### src/rtl/mcb_pkg.sv
package mcb_pkg;
  localparam int NCH      = 8;   // channels in the bank
  localparam int NRATE    = 5;   // selectable tick sources
  localparam int FIRST_CH = 4;   // number of the first channel
  localparam int NARROW   = 4;   // leading channels with the short control word
  localparam int AW       = 8;
  localparam int SW       = $clog2(NCH);
  localparam int CTRL_W   = 10;
  localparam logic [CTRL_W-1:0] CTRL_NARROW_KEEP = 10'h0FF;

  localparam logic [AW-1:0] A_STATUS = 8'h14;
  localparam logic [AW-1:0] A_SNAP   = 8'h20;
  localparam logic [2:0] REG_CNT   = 3'b010;  // 0x40..0x5C
  localparam logic [2:0] REG_MATCH = 3'b100;  // 0x80..0x9C
  localparam logic [2:0] REG_CTRL  = 3'b110;  // 0xC0..0xDC

  typedef struct packed {
    logic       snap_link;    // bit 9
    logic       halt;         // bit 8
    logic       own_cnt;      // bit 7
    logic       periodic;     // bit 6
    logic [1:0] spare;        // bits 5:4
    logic       clr_on_match; // bit 3
    logic [2:0] rate;         // bits 2:0
  } ctrl_t;

  // group head for a channel index (0-based within the bank)
  function automatic int leader_of(input int n);
    if (n < NARROW) return 0;
    return n - (n % 2);
  endfunction

  function automatic logic rate_hit(input logic [2:0] code,
                                    input logic [NRATE-1:0] t);
    logic hit;
    hit = 1'b0;
    for (int k = 0; k < NRATE; k++)
      if (code == 3'(k + 1)) hit = t[k];
    return hit;
  endfunction
endpackage

### src/rtl/mcb_channel.sv
module mcb_channel
  import mcb_pkg::*;
#(
  parameter int DW        = 32,
  parameter bit IS_LEADER = 1'b0,
  parameter bit WIDE      = 1'b0
) (
  input  logic             clk,
  input  logic             rst,
  input  logic             ctrl_we,
  input  logic             match_we,
  input  logic             cnt_we,
  input  logic [DW-1:0]    wdata,
  input  logic [NRATE-1:0] ticks,
  input  logic [DW-1:0]    grp_cnt,
  input  logic             grp_step,
  output ctrl_t            ctrl_q,
  output logic [DW-1:0]    match_q,
  output logic [DW-1:0]    cnt_q,
  output logic             step,
  output logic             evt
);
  localparam logic [CTRL_W-1:0] KEEP = WIDE ? {CTRL_W{1'b1}} : CTRL_NARROW_KEEP;

  logic          armed_q;
  logic          use_own;
  logic          run;
  logic [DW-1:0] src_cnt;
  logic          src_step;
  logic [DW-1:0] src_next;

  assign use_own  = IS_LEADER || ctrl_q.own_cnt;
  assign run      = use_own && !ctrl_q.halt;
  assign step     = run && rate_hit(ctrl_q.rate, ticks);
  assign src_cnt  = use_own ? cnt_q : grp_cnt;
  assign src_step = use_own ? step : grp_step;
  assign src_next = src_cnt + 1'b1;
  assign evt      = armed_q && src_step && (src_next == match_q);

  always_ff @(posedge clk) begin
    if (rst) begin
      ctrl_q  <= '0;
      match_q <= '0;
      armed_q <= 1'b0;
    end else begin
      if (ctrl_we)  ctrl_q  <= ctrl_t'(wdata[CTRL_W-1:0] & KEEP);
      if (match_we) match_q <= wdata;
      if (ctrl_we || match_we)      armed_q <= 1'b1;
      else if (evt && !ctrl_q.periodic) armed_q <= 1'b0;
    end
  end

  always_ff @(posedge clk) begin
    if (rst)                            cnt_q <= '0;
    else if (cnt_we)                    cnt_q <= wdata;
    else if (evt && ctrl_q.clr_on_match) cnt_q <= '0;
    else if (step)                      cnt_q <= cnt_q + 1'b1;
  end

  // a counter without a tick, a load or a clear keeps its value
  assert_hold_R2: assert property (@(posedge clk) disable iff (rst)
    (!cnt_we && !step && !evt) |=> (cnt_q == $past(cnt_q)));

  // a clearing match leaves the own counter at zero
  assert_clear_R5: assert property (@(posedge clk) disable iff (rst)
    (evt && ctrl_q.clr_on_match && !cnt_we) |=> (cnt_q == '0));

  // a one-shot channel is disarmed after it fires
  assert_oneshot_R6: assert property (@(posedge clk) disable iff (rst)
    (evt && !ctrl_q.periodic && !ctrl_we && !match_we) |=> !armed_q);
endmodule

### src/rtl/mcb_status.sv
module mcb_status #(
  parameter int N = 8
) (
  input  logic         clk,
  input  logic         rst,
  input  logic [N-1:0] set,
  input  logic         clr_we,
  input  logic [N-1:0] clr_mask,
  output logic [N-1:0] st_q,
  output logic         irq_q
);
  logic [N-1:0] st_next;

  assign st_next = (st_q & ~(clr_we ? clr_mask : '0)) | set;

  always_ff @(posedge clk) begin
    if (rst) begin
      st_q  <= '0;
      irq_q <= 1'b0;
    end else begin
      st_q  <= st_next;
      irq_q <= |st_next;
    end
  end

  // a match always lands in its flag, even against a clearing write
  assert_set_R4: assert property (@(posedge clk) disable iff (rst)
    (|set) |=> ((st_q & $past(set)) == $past(set)));

  // clearing write without a concurrent match empties the masked flags
  assert_w1c_R9: assert property (@(posedge clk) disable iff (rst)
    (clr_we && !(|set)) |=> ((st_q & $past(clr_mask)) == '0));

  // interrupt tracks the flags
  assert_irq_R10: assert property (@(posedge clk) disable iff (rst)
    irq_q == (|st_q));
endmodule

### src/rtl/match_chan_bank.sv
module match_chan_bank
  import mcb_pkg::*;
#(
  parameter int DW = 32
) (
  input  logic             clk,
  input  logic             rst,
  input  logic [NRATE-1:0] rate_tick,
  input  logic             bus_wr,
  input  logic             bus_rd,
  input  logic [AW-1:0]    bus_addr,
  input  logic [DW-1:0]    bus_wdata,
  output logic [DW-1:0]    bus_rdata,
  output logic             irq
);
  logic [DW-1:0] cnt_q   [NCH];
  logic [DW-1:0] match_q [NCH];
  ctrl_t         ctrl_q  [NCH];
  logic [NCH-1:0] step_v;
  logic [NCH-1:0] evt_v;
  logic [NCH-1:0] st_q;

  logic          aligned;
  logic [SW-1:0] sel;
  logic [2:0]    region;
  logic          hit_cnt, hit_match, hit_ctrl, hit_stat, hit_snap;
  logic [SW-1:0] partner;
  logic [DW-1:0] partner_cnt;
  logic          snap_take;
  logic [DW-1:0] snap_q;
  logic [DW-1:0] rd_mux;

  assign aligned   = (bus_addr[1:0] == 2'b00);
  assign sel       = bus_addr[2 +: SW];
  assign region    = bus_addr[AW-1 -: 3];
  assign hit_cnt   = aligned && (region == REG_CNT);
  assign hit_match = aligned && (region == REG_MATCH);
  assign hit_ctrl  = aligned && (region == REG_CTRL);
  assign hit_stat  = (bus_addr == A_STATUS);
  assign hit_snap  = (bus_addr == A_SNAP);

  for (genvar g = 0; g < NCH; g++) begin : g_ch
    localparam int LDR = leader_of(g);
    mcb_channel #(
      .DW       (DW),
      .IS_LEADER(LDR == g),
      .WIDE     (g >= NARROW)
    ) u_ch (
      .clk     (clk),
      .rst     (rst),
      .ctrl_we (bus_wr && hit_ctrl  && (sel == SW'(g))),
      .match_we(bus_wr && hit_match && (sel == SW'(g))),
      .cnt_we  (bus_wr && hit_cnt   && (sel == SW'(g))),
      .wdata   (bus_wdata),
      .ticks   (rate_tick),
      .grp_cnt (cnt_q[LDR]),
      .grp_step(step_v[LDR]),
      .ctrl_q  (ctrl_q[g]),
      .match_q (match_q[g]),
      .cnt_q   (cnt_q[g]),
      .step    (step_v[g]),
      .evt     (evt_v[g])
    );
  end

  mcb_status #(.N(NCH)) u_status (
    .clk     (clk),
    .rst     (rst),
    .set     (evt_v),
    .clr_we  (bus_wr && hit_stat),
    .clr_mask(bus_wdata[FIRST_CH +: NCH]),
    .st_q    (st_q),
    .irq_q   (irq)
  );

  // linked read: odd wide channel latches its group head
  assign partner     = {sel[SW-1:1], 1'b0};
  assign partner_cnt = cnt_q[partner];
  assign snap_take   = bus_rd && hit_cnt && (sel >= SW'(NARROW)) && sel[0]
                       && ctrl_q[sel].snap_link;

  always_ff @(posedge clk) begin
    if (rst)            snap_q <= '0;
    else if (snap_take) snap_q <= partner_cnt;
  end

  always_comb begin
    rd_mux = '0;
    if (hit_cnt)        rd_mux = cnt_q[sel];
    else if (hit_match) rd_mux = match_q[sel];
    else if (hit_ctrl)  rd_mux = DW'(ctrl_q[sel]);
    else if (hit_stat)  rd_mux = DW'({st_q, {FIRST_CH{1'b0}}});
    else if (hit_snap)  rd_mux = snap_q;
  end

  always_ff @(posedge clk) begin
    if (rst)         bus_rdata <= '0;
    else if (bus_rd) bus_rdata <= rd_mux;
  end

  // snapshot holds the partner counter seen in the reading cycle
  assert_snap_R8: assert property (@(posedge clk) disable iff (rst)
    snap_take |=> (snap_q == $past(partner_cnt)));

  // read data only moves after a read strobe
  assert_rdhold_R11: assert property (@(posedge clk) disable iff (rst)
    !bus_rd |=> $stable(bus_rdata));
endmodule

### config.mk
export PLATFORM = sky130hd
export DESIGN_NAME = match_chan_bank
export DESIGN_NICKNAME = d
export VERILOG_FILES = /design/src/rtl/mcb_pkg.sv /design/src/rtl/mcb_channel.sv /design/src/rtl/mcb_status.sv /design/src/rtl/match_chan_bank.sv
export SDC_FILE = /design/constraint.sdc
export NUM_CORES = 2
export LEC_CHECK = 0
export BUFFER_PORTS_ARGS = -buffer_cell sky130_fd_sc_hd__buf_2
export CAP_MARGIN = 20
export CORE_UTILIZATION = 30
export CTS_BUF_LIST = sky130_fd_sc_hd__clkbuf_8 sky130_fd_sc_hd__clkbuf_16
export DETAILED_ROUTE_END_ITERATION = 8
export PLACE_DENSITY = 0.41
export SLEW_MARGIN = 20
export SYNTH_ARGS = -nofsm -noshare
export SYNTH_HDL_FRONTEND = slang
export SYNTH_HIERARCHICAL = 1
export SYNTH_SLANG_ARGS = --single-unit
### constraint.sdc
create_clock -name clk -period 4.9 [get_ports clk]
set_input_delay 0.98 -clock clk [delete_from_list [all_inputs] [get_ports clk]]
set_output_delay 0.98 -clock clk [all_outputs]
set_load 0.01 [all_outputs]
==> out/results.txt <==
Status - finished, final reports clean
Prevailing post-synth register cell - dfxtp_1
TNS Setup - 0 ns
HP Class - register to register
CTS tree - yes
Compound-cell area share of the yosys netlist - 17.38%
Synth cell types - 109
Reg clk slew, reported paths - 0.06 ns
Slew HR - 22.35%
Crit Path Max Fanout - 33
Global-route wire length before repair - 364300 um
Final-stage net count - 5942
Skew-Pair Late Insertion Delay - 0.72 ns
Worst Path Arrival - 5.42 ns
Pin count of the biggest net entering global routing - 97
Asr flop ratio synth - 0%
Hold Vio Cnt, Final - 0
RSZ-0062 raised after global routing - false
WL per Instance - 31.83 um
Post-CTS Hold Buffers - 0
Cell row count - 150
Worst Skew - 0.03239 ns
P_leak - 0.01851 uW
Commonest cells after routing, fill and taps aside - nor2_1, dfxtp_1, mux2i_1
Vias per cell - 6.123
Critical path's top delay family - simple AND/OR/NAND/NOR gates
Fin crit share - 97.77%
Commonest non-fill, non-tap cell in the layout - nor2_1
Clk sinks - 665
P&R area growth vs syn - 12.57%
Vias in the first global route - 47080
Worst stage delay on the critical path - 0.98 ns
Htree depth - 3
Post-Synth Adder-Cell Area - 0.3230%
Worst setup EP type - register
WL final - 259700 um
Fmax - 208.7 MHz
Final Wtd Congestion - 1.011
Mux cell area share after synthesis - 19.47%
Initial antenna violation count - 28
Non-filler instance count after layout - 8159
Number of DRC markers in iteration 0 - 5049
Synth Instances - 5903
Crit path buffers/inverters - 2
Initial Utilization - 30.19%
Sequential-to-total area share from yosys stat - 26.43%
Critical-path cell list - buf_4, nand3_1, a22oi_1, nand4_1, nor2_1, xnor2_1, nor4_1, and4_1, buf_4, nor3_1, a2111oi_4
Main combinational cell family by area after synthesis - simple AND/OR/NAND/NOR gates
GRT overflow - 0
Crit path kind - register to register
Global Route Usage Sum - 29.75%
Synth warnings - 6
DRC - 0
Drt pass-1 iters - 8
Worst path required time - 5.52 ns
Busiest grt layer - met2
Total Power - 13180 uW
Crit-path most repeated cell - buf_4
Pwr/cell area - 232.5 nW/um^2
VDD IR-drop max - 246.6 uV
M2 GR Usage - 47.39%
Layout cell share with drive strength beyond 1 - 15.43%
Slowest CP cell - nor4_1
Measured slew at the worst slew-check pin - 1.154 ns
Min Hold Slack - 0.4865 ns
Startpoint types - register
Fin crit period - 4.791 ns
Placed insts - 7992
Core ar. - 166800 um^2
Synth Area in XOR/XNOR - 8.235%
Grt met3 use - 4.212%
Clock buffer depth - 3
# port buffers - 81
Slew Limit Fails - 0
Post-CTS Setup Bufs - 0
Root Buffer - clkbuf_16
DR vias - 49960
Chip width - 411.7 um
Fill count - 17430
Synthesis-stage register bit count - 665
Antenna Nets Post-Route - 0
Post-Synth Simple-Gate Area - 22.59%
Setup slack at placement - 0.3377 ns
# IOs - 82
Setup ws final - 0.1094 ns
Number of enable flip-flop cells after synthesis - 0
Post-CTS Resized - 0
GR met1 Demand/Resource - 40.15%
Die height - 411.7 um
Mapped cell area - 50360 um^2
Avg Cell Area, Syn - 8.532 um^2
Die area - 169500 um^2
Setup-failing EPs final - 0
Maxcap violations - 0
Detail Placement HPWL - 196300 um
Num CTS Buffers - 90
cell usage after synthesis (all sizes together) (13+ instances only):
cell type | number | share of area [%]
ha | 13 | 0.32
o22ai | 59 | 0.73
clkbuf | 251 | 1.9
a32o | 72 | 1.4
nor3b | 26 | 0.41
xor2 | 178 | 3.1
nor4b | 19 | 0.41
and4 | 27 | 0.47
nand4b | 45 | 0.87
a311oi | 38 | 0.66
nand2b | 24 | 0.30
o31ai | 18 | 0.27
nor2 | 689 | 5.1
o211ai | 22 | 0.33
or4 | 27 | 0.42
and2 | 33 | 0.41
a31oi | 34 | 0.42
nand2 | 409 | 3.0
and3 | 80 | 0.99
xnor2 | 293 | 5.1
o21ai | 185 | 2.1
a21boi | 35 | 0.54
a221oi | 51 | 1.2
nor2b | 44 | 0.55
a32oi | 88 | 1.5
a22o | 25 | 0.43
dfxtp | 665 | 26
mux4 | 154 | 6.9
o2111ai | 15 | 0.26
inv | 114 | 0.85
a211oi | 75 | 1.4
nand3 | 237 | 2.4
nand3b | 46 | 0.74
mux2 | 72 | 1.6
a21o | 31 | 0.51
mux2i | 552 | 11
buf | 225 | 2.8
a21oi | 200 | 2.0
a31o | 13 | 0.23
a22oi | 74 | 1.1
nand4 | 163 | 2.3
nor4 | 67 | 0.94
or3 | 17 | 0.21
nor3 | 227 | 2.3
tightest hold or removal path: stages (launching register included):
cell and delay, ns:
dfxtp_1 0.31, nor2_1 0.08, a311oi_1 0.05
layer usage:
metal,wire [um],vias to the layer above
met2,118000,2099
met5,12,-
met1,112700,25380
met3,17380,421
met4,11650,2
li1,-,22060
power by group:
group	internal (uW)	switching [uW]	total, uW
combinational	237	629	866
clock	3930	2920	6850
sequential	5420	41.9	5470
through the flow:
step                      util (%)  cell area, um^2
after global routing         33.97            56680
after detailed placement     32.20            53730
final                        33.98            56690
after CTS                    33.97            56680
after global placement       32.20            53720
after floorplan                  -            50380
sequential cells by signal, summed over array words and instances, names as in the netlist:
name	flops
g_ch.u_ch/armed_q	8
snap_q	32
g_ch.u_ch/match_q	256
g_ch.u_ch/ctrl_q	67
g_ch.u_ch/use_own	5
bus_rdata	32
u_status/irq_q	1
u_status/st_q	8
g_ch.u_ch/cnt_q	256
final cells by class:
cell class | count | area (um^2) | area share (%)
multi-input cells | 4647 | 34430 | 60.72
clock buffers | 111 | 2552 | 4.502
clock inverters | 52 | 401.6 | 0.7084
flip-flops and latches | 665 | 13330 | 23.51
repair buffers | 357 | 2770 | 4.886
inverters | 119 | 446.7 | 0.7879
diodes | 4 | 10.01 | 0.01766
well taps | 2204 | 2758 | 4.864
cells by family (layout without fill, tap and decap cells):
kind of cell | Yosys count | count (layout)
other | 4 | 12
adder cells (fa/ha/maj) | 13 | 13
AND/OR/NAND/NOR | 2217 | 2217
flip-flops | 665 | 665
multiplexers | 778 | 778
XOR/XNOR | 472 | 472
buffers and inverters | 595 | 639
AO/OA/AOI/OAI | 1159 | 1159
worst paths after layout:
path	endpoint	start	slack (ns)	cells past startpoint
setup / recovery	g_ch[2].u_ch/cnt_q[27]	g_ch[2].u_ch/use_own	0.11	11
hold / removal	bus_rdata[23]	bus_rdata[23]	0.49	2
setup reg to reg	g_ch[2].u_ch/cnt_q[27]	g_ch[2].u_ch/use_own	0.11	11
hold reg to reg	bus_rdata[23]	bus_rdata[23]	0.49	2
Note: power is estimated with default switching activity, not from simulation.
